$ cat src/rtl/dma2d_pkg.sv
package dma2d_pkg;
   typedef enum logic {
      SEQ_IDLE = 1'b0,
      SEQ_RUN  = 1'b1
   } seq_state_e;

   localparam int unsigned BEAT_WORDS = 4;
endpackage

$ cat src/rtl/dma2d_fsm.sv
module dma2d_fsm
   import dma2d_pkg::*;
(
   input  logic clk,
   input  logic rst_n,
   input  logic start,
   input  logic abort,
   input  logic fire,
   input  logic last_beat,
   output logic running,
   output logic load
);
   seq_state_e state_q, state_d;

   assign load    = (state_q == SEQ_IDLE) && start && !abort;
   assign running = (state_q == SEQ_RUN);

   always_comb begin
      state_d = state_q;
      case (state_q)
         SEQ_IDLE: if (load) state_d = SEQ_RUN;
         SEQ_RUN: begin
            if (abort)                  state_d = SEQ_IDLE;
            else if (fire && last_beat) state_d = SEQ_IDLE;
         end
         default: state_d = SEQ_IDLE;
      endcase
   end

   always_ff @(posedge clk or negedge rst_n) begin
      if (!rst_n) state_q <= SEQ_IDLE;
      else        state_q <= state_d;
   end

   AST_ABORT_TO_IDLE: assert property (@(posedge clk) disable iff (!rst_n)
      abort |=> !running);
   AST_RUN_KEEPS_GOING: assert property (@(posedge clk) disable iff (!rst_n)
      (running && !abort && !(fire && last_beat)) |=> running);
endmodule

$ cat src/rtl/dma2d_walker.sv
module dma2d_walker
   import dma2d_pkg::*;
#(
   parameter int unsigned AW       = 32,
   parameter int unsigned LW       = 16,
   parameter int unsigned CW       = 12,
   parameter bit          BURST_EN = 1'b1
)(
   input  logic          clk,
   input  logic          rst_n,
   input  logic          load,
   input  logic          advance,
   input  logic [AW-1:0] cfg_start_addr,
   input  logic [LW-1:0] cfg_line_len,
   input  logic [LW-1:0] cfg_stride,
   input  logic [CW-1:0] cfg_line_count,
   input  logic          cfg_dir,
   input  logic          cfg_burst,
   output logic [AW-1:0] addr,
   output logic          dir_q,
   output logic          burst_q,
   output logic          last_beat,
   output logic          half_hit,
   output logic          wrap_hit
);
   localparam int unsigned RW = LW + CW;

   logic [AW-1:0] start_q, line_base_q;
   logic [LW-1:0] len_q, stride_q, col_q;
   logic [CW-1:0] cnt_q, row_q;
   logic [RW-1:0] region_q, half_q, ring_off_q;
   logic          ring_q;
   logic [2:0]    step_w;
   logic [LW:0]   col_sum;
   logic [RW:0]   ring_sum;
   logic          line_end;
   logic [RW-1:0] region_calc;

   generate
      if (BURST_EN) begin : g_burst_step
         assign step_w = burst_q ? 3'(BEAT_WORDS) : 3'd1;
      end else begin : g_single_step
         assign step_w = 3'd1;
      end
   endgenerate

   assign region_calc = RW'(cfg_stride) * (RW'(cfg_line_count) + RW'(1));

   assign col_sum   = {1'b0, col_q} + (LW+1)'(step_w);
   assign ring_sum  = {1'b0, ring_off_q} + (RW+1)'(step_w);
   assign line_end  = col_sum >= {1'b0, len_q};
   assign last_beat = !ring_q && line_end && (row_q == cnt_q);
   assign wrap_hit  = ring_q && (ring_sum >= {1'b0, region_q});
   assign half_hit  = ring_q && (ring_sum == {1'b0, half_q});
   assign addr      = ring_q ? (start_q + AW'(ring_off_q))
                             : (line_base_q + AW'(col_q));

   always_ff @(posedge clk or negedge rst_n) begin
      if (!rst_n) begin
         start_q     <= '0;
         line_base_q <= '0;
         len_q       <= '0;
         stride_q    <= '0;
         cnt_q       <= '0;
         col_q       <= '0;
         row_q       <= '0;
         region_q    <= '0;
         half_q      <= '0;
         ring_off_q  <= '0;
         ring_q      <= 1'b0;
         dir_q       <= 1'b0;
         burst_q     <= 1'b0;
      end else if (load) begin
         start_q     <= cfg_start_addr;
         line_base_q <= cfg_start_addr;
         len_q       <= cfg_line_len;
         stride_q    <= cfg_stride;
         cnt_q       <= cfg_line_count;
         col_q       <= '0;
         row_q       <= '0;
         region_q    <= region_calc;
         half_q      <= region_calc >> 1;
         ring_off_q  <= '0;
         ring_q      <= (cfg_line_len == '0);
         dir_q       <= cfg_dir;
         burst_q     <= BURST_EN ? cfg_burst : 1'b0;
      end else if (advance) begin
         if (ring_q) begin
            ring_off_q <= wrap_hit ? '0 : ring_sum[RW-1:0];
         end else if (line_end) begin
            col_q       <= '0;
            line_base_q <= line_base_q + AW'(stride_q);
            row_q       <= row_q + CW'(1);
         end else begin
            col_q <= col_sum[LW-1:0];
         end
      end
   end

   AST_LOAD_AT_START: assert property (@(posedge clk) disable iff (!rst_n)
      load |=> (addr == $past(cfg_start_addr)));
   AST_RING_NO_LAST: assert property (@(posedge clk) disable iff (!rst_n)
      ring_q |-> !last_beat);
endmodule

$ cat src/rtl/dma2d_events.sv
module dma2d_events (
   input  logic clk,
   input  logic rst_n,
   input  logic abort,
   input  logic fire,
   input  logic last_beat,
   input  logic half_hit,
   input  logic wrap_hit,
   output logic done_pulse,
   output logic half_pulse
);
   always_ff @(posedge clk or negedge rst_n) begin
      if (!rst_n) begin
         done_pulse <= 1'b0;
         half_pulse <= 1'b0;
      end else begin
         done_pulse <= fire && last_beat && !abort;
         half_pulse <= fire && (half_hit || wrap_hit) && !abort;
      end
   end

   AST_DONE_SINGLE: assert property (@(posedge clk) disable iff (!rst_n)
      done_pulse |=> !done_pulse);
   AST_EVENTS_APART: assert property (@(posedge clk) disable iff (!rst_n)
      !(done_pulse && half_pulse));
endmodule

$ cat src/rtl/dma2d_addr_seq.sv
module dma2d_addr_seq #(
   parameter int unsigned AW       = 32,
   parameter int unsigned LW       = 16,
   parameter int unsigned CW       = 12,
   parameter bit          BURST_EN = 1'b1
)(
   input  logic          clk,
   input  logic          rst_n,
   input  logic [AW-1:0] cfg_start_addr,
   input  logic [LW-1:0] cfg_line_len,
   input  logic [LW-1:0] cfg_stride,
   input  logic [CW-1:0] cfg_line_count,
   input  logic          cfg_dir,
   input  logic          cfg_burst,
   input  logic          start,
   input  logic          abort,
   output logic          req_valid,
   input  logic          req_ready,
   output logic [AW-1:0] req_addr,
   output logic          req_dir,
   output logic          req_burst,
   output logic          done_pulse,
   output logic          half_pulse
);
   generate
      if (AW < LW + CW) begin : g_bad_aw
         $error("AW must cover LW+CW bits of ring offset");
      end
      if (LW < 3) begin : g_bad_lw
         $error("LW must be at least 3");
      end
      if (CW < 1) begin : g_bad_cw
         $error("CW must be at least 1");
      end
   endgenerate

   logic running, load, fire;
   logic last_beat, half_hit, wrap_hit;

   assign req_valid = running && !abort;
   assign fire      = req_valid && req_ready;

   dma2d_fsm u_fsm (
      .clk       (clk),
      .rst_n     (rst_n),
      .start     (start),
      .abort     (abort),
      .fire      (fire),
      .last_beat (last_beat),
      .running   (running),
      .load      (load)
   );

   dma2d_walker #(
      .AW       (AW),
      .LW       (LW),
      .CW       (CW),
      .BURST_EN (BURST_EN)
   ) u_walker (
      .clk            (clk),
      .rst_n          (rst_n),
      .load           (load),
      .advance        (fire),
      .cfg_start_addr (cfg_start_addr),
      .cfg_line_len   (cfg_line_len),
      .cfg_stride     (cfg_stride),
      .cfg_line_count (cfg_line_count),
      .cfg_dir        (cfg_dir),
      .cfg_burst      (cfg_burst),
      .addr           (req_addr),
      .dir_q          (req_dir),
      .burst_q        (req_burst),
      .last_beat      (last_beat),
      .half_hit       (half_hit),
      .wrap_hit       (wrap_hit)
   );

   dma2d_events u_events (
      .clk        (clk),
      .rst_n      (rst_n),
      .abort      (abort),
      .fire       (fire),
      .last_beat  (last_beat),
      .half_hit   (half_hit),
      .wrap_hit   (wrap_hit),
      .done_pulse (done_pulse),
      .half_pulse (half_pulse)
   );

   AST_HOLD_ADDR: assert property (@(posedge clk) disable iff (!rst_n)
      (req_valid && !req_ready) |=> $stable(req_addr));
   AST_ABORT_QUIET: assert property (@(posedge clk) disable iff (!rst_n)
      abort |=> (!req_valid && !done_pulse && !half_pulse));
   AST_DONE_AFTER_FIRE: assert property (@(posedge clk) disable iff (!rst_n)
      done_pulse |-> (!req_valid && $past(fire)));
endmodule

$ cat config.mk
export PLATFORM = sky130hd
export DESIGN_NAME = dma2d_addr_seq
export DESIGN_NICKNAME = d
export VERILOG_FILES = /design/src/rtl/dma2d_pkg.sv /design/src/rtl/dma2d_fsm.sv /design/src/rtl/dma2d_walker.sv /design/src/rtl/dma2d_events.sv /design/src/rtl/dma2d_addr_seq.sv
export SDC_FILE = /design/constraint.sdc
export NUM_CORES = 1
export LEC_CHECK = 0
export BUFFER_PORTS_ARGS = -buffer_cell sky130_fd_sc_hd__buf_2
export CAP_MARGIN = 10
export CORE_UTILIZATION = 30
export CTS_CLUSTER_DIAMETER = 200
export DETAILED_ROUTE_END_ITERATION = 12
export SETUP_SLACK_MARGIN = 0.4
export SLEW_MARGIN = 20
export SYNTH_ARGS = -nofsm -noshare
export SYNTH_HDL_FRONTEND = slang
export SYNTH_SLANG_ARGS = --single-unit
$ cat constraint.sdc
create_clock -name clk -period 6.7 [get_ports clk]
set_input_delay 1.005 -clock clk [delete_from_list [all_inputs] [get_ports clk]]
set_output_delay 1.005 -clock clk [all_outputs]
set_load 0.03 [all_outputs]
== Word level (Yosys, flattened, before mapping) ==
Index checks and enable logic that the tools add are counted.
Operators by class
  magnitude comparators: 2
  eq/ne operators: 3
  bitwise logic cells: 1
  mux-type cells: 22
  shift-type cells: 0
  $add $sub $neg: 7
  div/mod/pow operators: 0
  reductions and logical operators: 22
  multiply operators: 1
Operator list (number)
  32-bit 2-to-1 mux: 5
  28-bit 2-to-1 mux: 4
  32-bit by 16-bit adder with 32-bit output: 2
  16-bit 2-to-1 mux: 4
  12-bit 2-to-1 mux: 4
  32-bit by 28-bit adder with 32-bit output: 1
  28-bit by 3-bit adder with 29-bit output: 1
  29-bit by 27-bit == test with 1-bit output: 1
  29-bit by 28-bit greater-or-equal comparator with 1-bit output: 1
  16-bit by 28-bit multiplier with 28-bit output: 1
  16-bit by 3-bit adder with 17-bit output: 1
  17-bit by 16-bit greater-or-equal comparator with 1-bit output: 1
  16-bit logical NOT: 1
  12-bit by 1-bit adder with 13-bit output (second input constant): 1
  12-bit by 1-bit adder with 12-bit output (second input constant): 1
  12-bit == test: 1
  1-bit logical AND: 12
  2-bit nonzero test: 3
  2-bit AND reduction: 2
  1-bit 2-to-1 mux: 3
  3-bit 2-to-1 mux: 1
  3-bit AND reduction: 1
  1-bit logical NOT: 2
  2-bit inequality test (second input constant): 1
  other kinds (3): 3
Storage, ports and cells
  register bits: 225
  ROM bits: 0
  logic and storage cells: 74
  latch bits: 0
  output and inout bits: 37
  input port bits: 83
  memory bits (writable): 0
  memories kept: 0

== Logic depth before layout (Yosys ltp) ==
  word-level depth: 9
  depth in mapped cells: 27
  depth with buffers taken out: 26

== By module ==
A second synthesis with hierarchy kept.
Second synthesis, totals
  cell total of the unflattened synthesis: 2362
  area, all modules: 20880.0 um^2
By module, submodules not included
  dma2d_walker: sequential area each 4879.7 um^2, area each 20744.9 um^2, cells each 2351, instances 1
  dma2d_events: sequential area each 50.0 um^2, area each 75.1 um^2, cells each 5, instances 1
  dma2d_fsm: sequential area each 25.0 um^2, area each 45.0 um^2, cells each 4, instances 1
  dma2d_addr_seq: sequential area each 0.0 um^2, area each 15.0 um^2, cells each 2, instances 1

== Least setup slack after synthesis ==
OpenSTA, ideal clock, no wires.
  path type: input -> register
  start point: in cfg_line_count[0]
  end point: reg u_walker.region_q[24]
  path buffers: 2
  stages: 24
  arrival: 6926 ps
  path slack: -359 ps
  library setup time: 133 ps
  required time: 6567 ps
  path through: clkbuf_1 -> nand2_1 -> nor2_1 -> nand3_1 -> nor2_1 -> xor2_1 -> clkbuf_1 -> and2_1 -> fa_1 -> fa_1 -> fa_1 -> fa_1 -> inv_1 -> fa_1 -> inv_1 -> ha_1 -> a21o_1 -> a211oi_1 -> a2111oi_0 -> o21a_1 -> or3_1 -> a21oi_1 -> xor2_1 -> o21ai_0
Between the ends
  word-level cells in the longest chain between the ends: 2
Ends and longest elaborated chain
  start: declaration: RTL line dma2d_addr_seq.sv:12  | input logic [CW-1:0] cfg_line_count,
  12-bit by 1-bit adder with 13-bit output: RTL line dma2d_walker.sv:47  | assign region_calc = RW'(cfg_stride) * (RW'(cfg_line_count) + RW'(1));
  16-bit by 28-bit multiplier with 28-bit output: RTL line dma2d_walker.sv:47
  end signal: assignment: RTL line dma2d_walker.sv:81  | region_q <= region_calc;
  end: declaration: RTL line dma2d_walker.sv:31  | logic [RW-1:0] region_q, half_q, ring_off_q;
No other way between the ends.
A chain may end at the register's enable or synchronous reset.

== Worst setup path in the final report ==
  start point: in cfg_line_count[2]
  end point: reg u_walker.region_q[21]
Same word-level chain as after synthesis.

==> metrics.txt <==
# TYPE chip_impl_metric gauge
chip_impl_metric{name="pin_count_of_the_biggest_net_entering_global_routing",unit=""} 91
chip_impl_metric{name="yosys_warnings",unit=""} 0
chip_impl_metric{name="r2r.worst_path.cells",unit=""} 16
chip_impl_info{name="end_kind",value="flop"} 1
chip_impl_info{name="timing.critical_path.to",value="u_walker.region_q[21]$_DFFE_PN0P_"} 1
chip_impl_metric{name="track_usage",unit=""} 0.161
chip_impl_metric{name="row_cnt",unit=""} 95
chip_impl_metric{name="cts_buffers",unit=""} 17
chip_impl_metric{name="antennaDiodeCount",unit=""} 0
chip_impl_info{name="clock_tree.root_cell",value="clkbuf_16"} 1
chip_impl_metric{name="ant_nets",unit=""} 0
chip_impl_metric{name="power.total",unit="uW"} 8060
chip_impl_metric{name="totalWireLength",unit="um"} 55300
chip_impl_metric{name="synth.avg_cell_area",unit="um^2"} 8.32
chip_impl_metric{name="power_density_over_the_cells",unit="mW/mm^2"} 341
chip_impl_metric{name="worstPathArrival",unit="ns"} 6.45
chip_impl_metric{name="layout_min_cycle_time",unit="ns"} 6.13
chip_impl_metric{name="finalInstanceArea",unit="mm^2"} 0.0236
chip_impl_metric{name="port-buffer-count",unit=""} 119
chip_impl_metric{name="synth_nets",unit=""} 2883
chip_impl_metric{name="place.gp.congestion",unit=""} 0.859
chip_impl_metric{name="core_area",unit="mm^2"} 0.0674
chip_impl_metric{name="via_count_normalized_by_instance_count",unit=""} 4.94
chip_impl_metric{name="grt_first_pass_wirelength",unit="um"} 90200
chip_impl_metric{name="overflow",unit=""} 0
chip_impl_metric{name="synth_edf_count",unit=""} 0
chip_impl_metric{name="final_std_cells_w_o_fill",unit=""} 3467
chip_impl_metric{name="gate_power_share",unit=""} 0.665
chip_impl_metric{name="ys_types",unit=""} 60
chip_impl_metric{name="via_count",unit=""} 17121
chip_impl_metric{name="timing_hold_violations_final",unit=""} 0
chip_impl_metric{name="setup_viol_count_final",unit=""} 0
chip_impl_metric{name="multiInputGateArea",unit="mm^2"} 0.0145
chip_impl_info{name="status",value="finished, final reports clean"} 1
chip_impl_metric{name="wl_per_cell",unit="um"} 15.9
chip_impl_metric{name="hpwl",unit="um"} 43200
chip_impl_info{name="worst_hold_path_type",value="flop to flop"} 1
chip_impl_metric{name="final_core_utilization",unit=""} 0.351
chip_impl_info{name="worst_setup_path_start_kind",value="input pin"} 1
chip_impl_metric{name="postSynthCellCount",unit=""} 2461
chip_impl_metric{name="dieWidth",unit="um"} 263
chip_impl_metric{name="drt-initial-drc-count",unit=""} 1341
chip_impl_metric{name="switchingPower",unit="uW"} 3570
chip_impl_metric{name="first_global_vias",unit=""} 16747
chip_impl_metric{name="clk_latency_worst_skew_pair",unit="ns"} 0.47
chip_impl_metric{name="share_clk_of_total_power",unit=""} 0.139
chip_impl_metric{name="synth.cell_area",unit="mm^2"} 0.0205
chip_impl_metric{name="critical_path_required",unit="ns"} 7.02
chip_impl_metric{name="p_seq_frac",unit=""} 0.196
chip_impl_metric{name="die_height",unit="um"} 263
chip_impl_info{name="crit_start",value="cfg_line_count[2]"} 1
chip_impl_metric{name="drt-pass1-iter-count",unit=""} 5
chip_impl_metric{name="worst_margin_slew",unit="ns"} 1.18
chip_impl_metric{name="timing.fmax",unit="MHz"} 163
chip_impl_metric{name="clockBufferDepth",unit=""} 2
chip_impl_metric{name="numPlacedInstances",unit=""} 3415
chip_impl_info{name="cts_tree",value="built"} 1
chip_impl_metric{name="drive_gt1_frac",unit=""} 0.121
chip_impl_metric{name="design.portCount",unit=""} 120
chip_impl_metric{name="power_report.internal_total",unit="uW"} 4490
chip_impl_metric{name="fillers",unit=""} 7040
chip_impl_metric{name="postSynth.asyncResetShare",unit=""} 1.00
chip_impl_metric{name="irDropWorstVdd",unit="uV"} 459
chip_impl_metric{name="worst_setup_hold_path_clk_slew",unit="ns"} 0.07
chip_impl_metric{name="placed_area",unit="mm^2"} 0.0225
chip_impl_metric{name="maxCapViolations",unit=""} 0
chip_impl_metric{name="syn2layout_area_growth",unit="%"} 15.4
chip_impl_metric{name="initial_utilization",unit=""} 0.304
chip_impl_info{name="unrepaired_setup_endpoints_after_global_routing",value="true"} 1
chip_impl_info{name="worst_reg2reg_endpoint",value="u_walker.line_base_q[30]$_DFFE_PN0P_"} 1
chip_impl_info{name="startpoint_to_endpoint_class_of_the_critical_path",value="input pin to flop"} 1
chip_impl_metric{name="relSlewSlack",unit=""} 0.215
chip_impl_metric{name="drc",unit=""} 0
chip_impl_metric{name="netSwitchingFraction",unit=""} 0.443
chip_impl_metric{name="antenna_found_initial",unit=""} 0
chip_impl_metric{name="r2r_slack",unit="ns"} 1.39
chip_impl_metric{name="fin_skew",unit="ns"} 0.0157
chip_impl_info{name="predominant_post_synthesis_flop_cell",value="dfrtp_1"} 1
chip_impl_metric{name="worst_hold_check_slack",unit="ns"} 0.479
chip_impl_info{name="reg2reg_from",value="u_walker.burst_q$_DFFE_PN0P_"} 1
chip_impl_metric{name="ys_seq_elements",unit=""} 198
chip_impl_metric{name="fin_crit_sh",unit=""} 0.915
chip_impl_metric{name="final_net_count",unit=""} 3003
chip_impl_metric{name="synth_seq_area_share",unit=""} 0.242
chip_impl_metric{name="static_leakage",unit="uW"} 0.0114
chip_impl_metric{name="clock_net_sink_count",unit=""} 198
chip_impl_metric{name="design.die.area",unit="mm^2"} 0.0693
chip_impl_metric{name="final_max_slew_violation_count",unit=""} 0
chip_impl_metric{name="seq_area",unit="mm^2"} 0.00495
chip_impl_metric{name="worst_path_maximum_fanout",unit=""} 7
chip_impl_metric{name="ctsHtreeMaxLevel",unit=""} 4
## cells in the final DEF, fill, tap and decap left out, drive strengths merged, types with 40 or more instances in the layout
master and count:
dfrtp 198, and2 72, nand3 50, xor2 44
a21oi 99, nand2 469, o21ai 158, inv 279
and3 40, buf 197, nor2 122, ha 183
xnor2 141, fa 156
## per-stage QoR
stage / setup slack, ns / setup TNS, ns
finish: 0.569 / 0
global route: 0.323 / 0
CTS: 0.417 / 0
detailed placement: -0.0517 / -0.0974
global placement: 0.0477 / 0
floorplan: 0.403 / 0
## Yosys cell counts, types with 6 or more instances
library cell	count	area share
a211oi_1	22	0.0081
o31ai_1	10	0.0037
nor2_1	122	0.022
inv_1	273	0.050
xor2_1	44	0.019
xnor2_1	141	0.060
a22o_1	8	0.0034
or3_1	16	0.0049
o21bai_1	15	0.0055
mux2i_1	16	0.0078
clkbuf_1	92	0.017
nand2_1	469	0.086
nor4_1	10	0.0031
and2_1	71	0.022
a31oi_1	16	0.0049
nand2b_1	16	0.0049
o21a_1	19	0.0070
a21oi_1	99	0.024
o211ai_1	19	0.0070
fa_1	156	0.15
o21ai_0	157	0.038
or2_2	7	0.0021
nor3_1	30	0.0073
a21o_1	33	0.012
ha_1	183	0.11
a41oi_1	6	0.0026
a2111oi_0	6	0.0026
dfrtp_1	198	0.24
nand4_1	32	0.0098
and3_1	39	0.012
nor2b_1	29	0.0089
nand3_1	48	0.012
## registers in the layout, summed over array words and instances (netlist names)
register,flops
u_walker.ring_off_q,28
u_walker.region_q,28
u_walker.burst_q,1
u_walker.col_q,16
u_walker.dir_q,1
u_fsm.running,1
u_walker.start_q,32
u_walker.len_q,16
u_events.half_pulse,1
u_events.done_pulse,1
u_walker.ring_q,1
u_walker.line_base_q,32
u_walker.stride_q,16
u_walker.row_q,12
u_walker.cnt_q,12
## cell families (layout without fill, tap and decap cells)
| family | Yosys count | after routing | synth area share |
|---|---|---|---|
| muxes | 17 | 17 | 0.00837 |
| and+or+nand+nor | 905 | 906 | 0.203 |
| buffers and inverters | 372 | 504 | 0.0688 |
| adders and majority gates | 339 | 339 | 0.264 |
| AOI/OAI and AO/OA | 444 | 444 | 0.134 |
| DFF | 198 | 198 | 0.242 |
| xor gates and xnor gates | 186 | 186 | 0.0802 |
## worst max-delay path, cell delays in order
cell	delay [ns]
buf_6	0.08
nand3_4	0.08
buf_4	0.15
nor2_4	0.13
and3_4	0.26
xor2_4	0.24
buf_6	0.16
and2_4	0.14
fa_1	0.42
fa_1	0.52
fa_1	0.43
fa_1	0.50
inv_1	0.05
fa_1	0.50
inv_2	0.05
ha_4	0.22
buf_4	0.14
and3_1	0.17
and3_4	0.19
a22o_1	0.20
a21oi_4	0.20
buf_4	0.14
o21ai_0	0.08
xnor2_1	0.27
o21ai_0	0.11
## worst min path at each step
stage / slack (ns) / start / end / cells past startpoint
floorplan: 0.44 / u_walker.region_q[22]$_DFFE_PN0P_ / u_walker.region_q[22]$_DFFE_PN0P_ / 2
finish: 0.48 / u_walker.dir_q$_DFFE_PN0P_ / u_walker.dir_q$_DFFE_PN0P_ / 2
global placement: 0.46 / u_walker.dir_q$_DFFE_PN0P_ / u_walker.dir_q$_DFFE_PN0P_ / 2
CTS: 0.48 / u_walker.dir_q$_DFFE_PN0P_ / u_walker.dir_q$_DFFE_PN0P_ / 2
global route: 0.51 / u_walker.start_q[24]$_DFFE_PN0P_ / u_walker.start_q[24]$_DFFE_PN0P_ / 2
detailed placement: 0.46 / u_walker.dir_q$_DFFE_PN0P_ / u_walker.dir_q$_DFFE_PN0P_ / 2
## power by group through the flow
stage / Sequential, uW / Combinational, uW / Clock (uW)
floorplan: 1540 / 3570 / 0
global placement: 1600 / 4910 / 0
detailed placement: 1600 / 4940 / 0
CTS: 1580 / 4970 / 1140
global route: 1610 / 6050 / 1180
finish: 1580 / 5360 / 1120
## per-layer routing
layer / up-vias / GRT usage / wire, um / part of all wire
met1: 8296 / 0.230 / 26700 / 0.48
met4: 0 / 0.0322 / 879 / 0.016
met5: - / 0 / 0 / 0
met3: 58 / 0.0202 / 2350 / 0.042
li1: 8367 / - / - / -
met2: 400 / 0.261 / 25400 / 0.46
## what timing repair did
| item | CTS | global route |
|---|---|---|
| setup endpoints to repair | 0 | 11 |
| setup buffers | 0 | 19 |
| resized for setup | 0 | 68 |
| hold buffers | 0 | 0 |
## cell type report
class                      instances  area share
multi-input combinational       1892       0.616
sequential                       198       0.210
timing repair buffer             198      0.0586
tap                              873      0.0462
inverter                         274      0.0435
clock buffer                      19      0.0192
clock inverter                    13     0.00710
No activity file was read; power rests on OpenSTA's default activity.
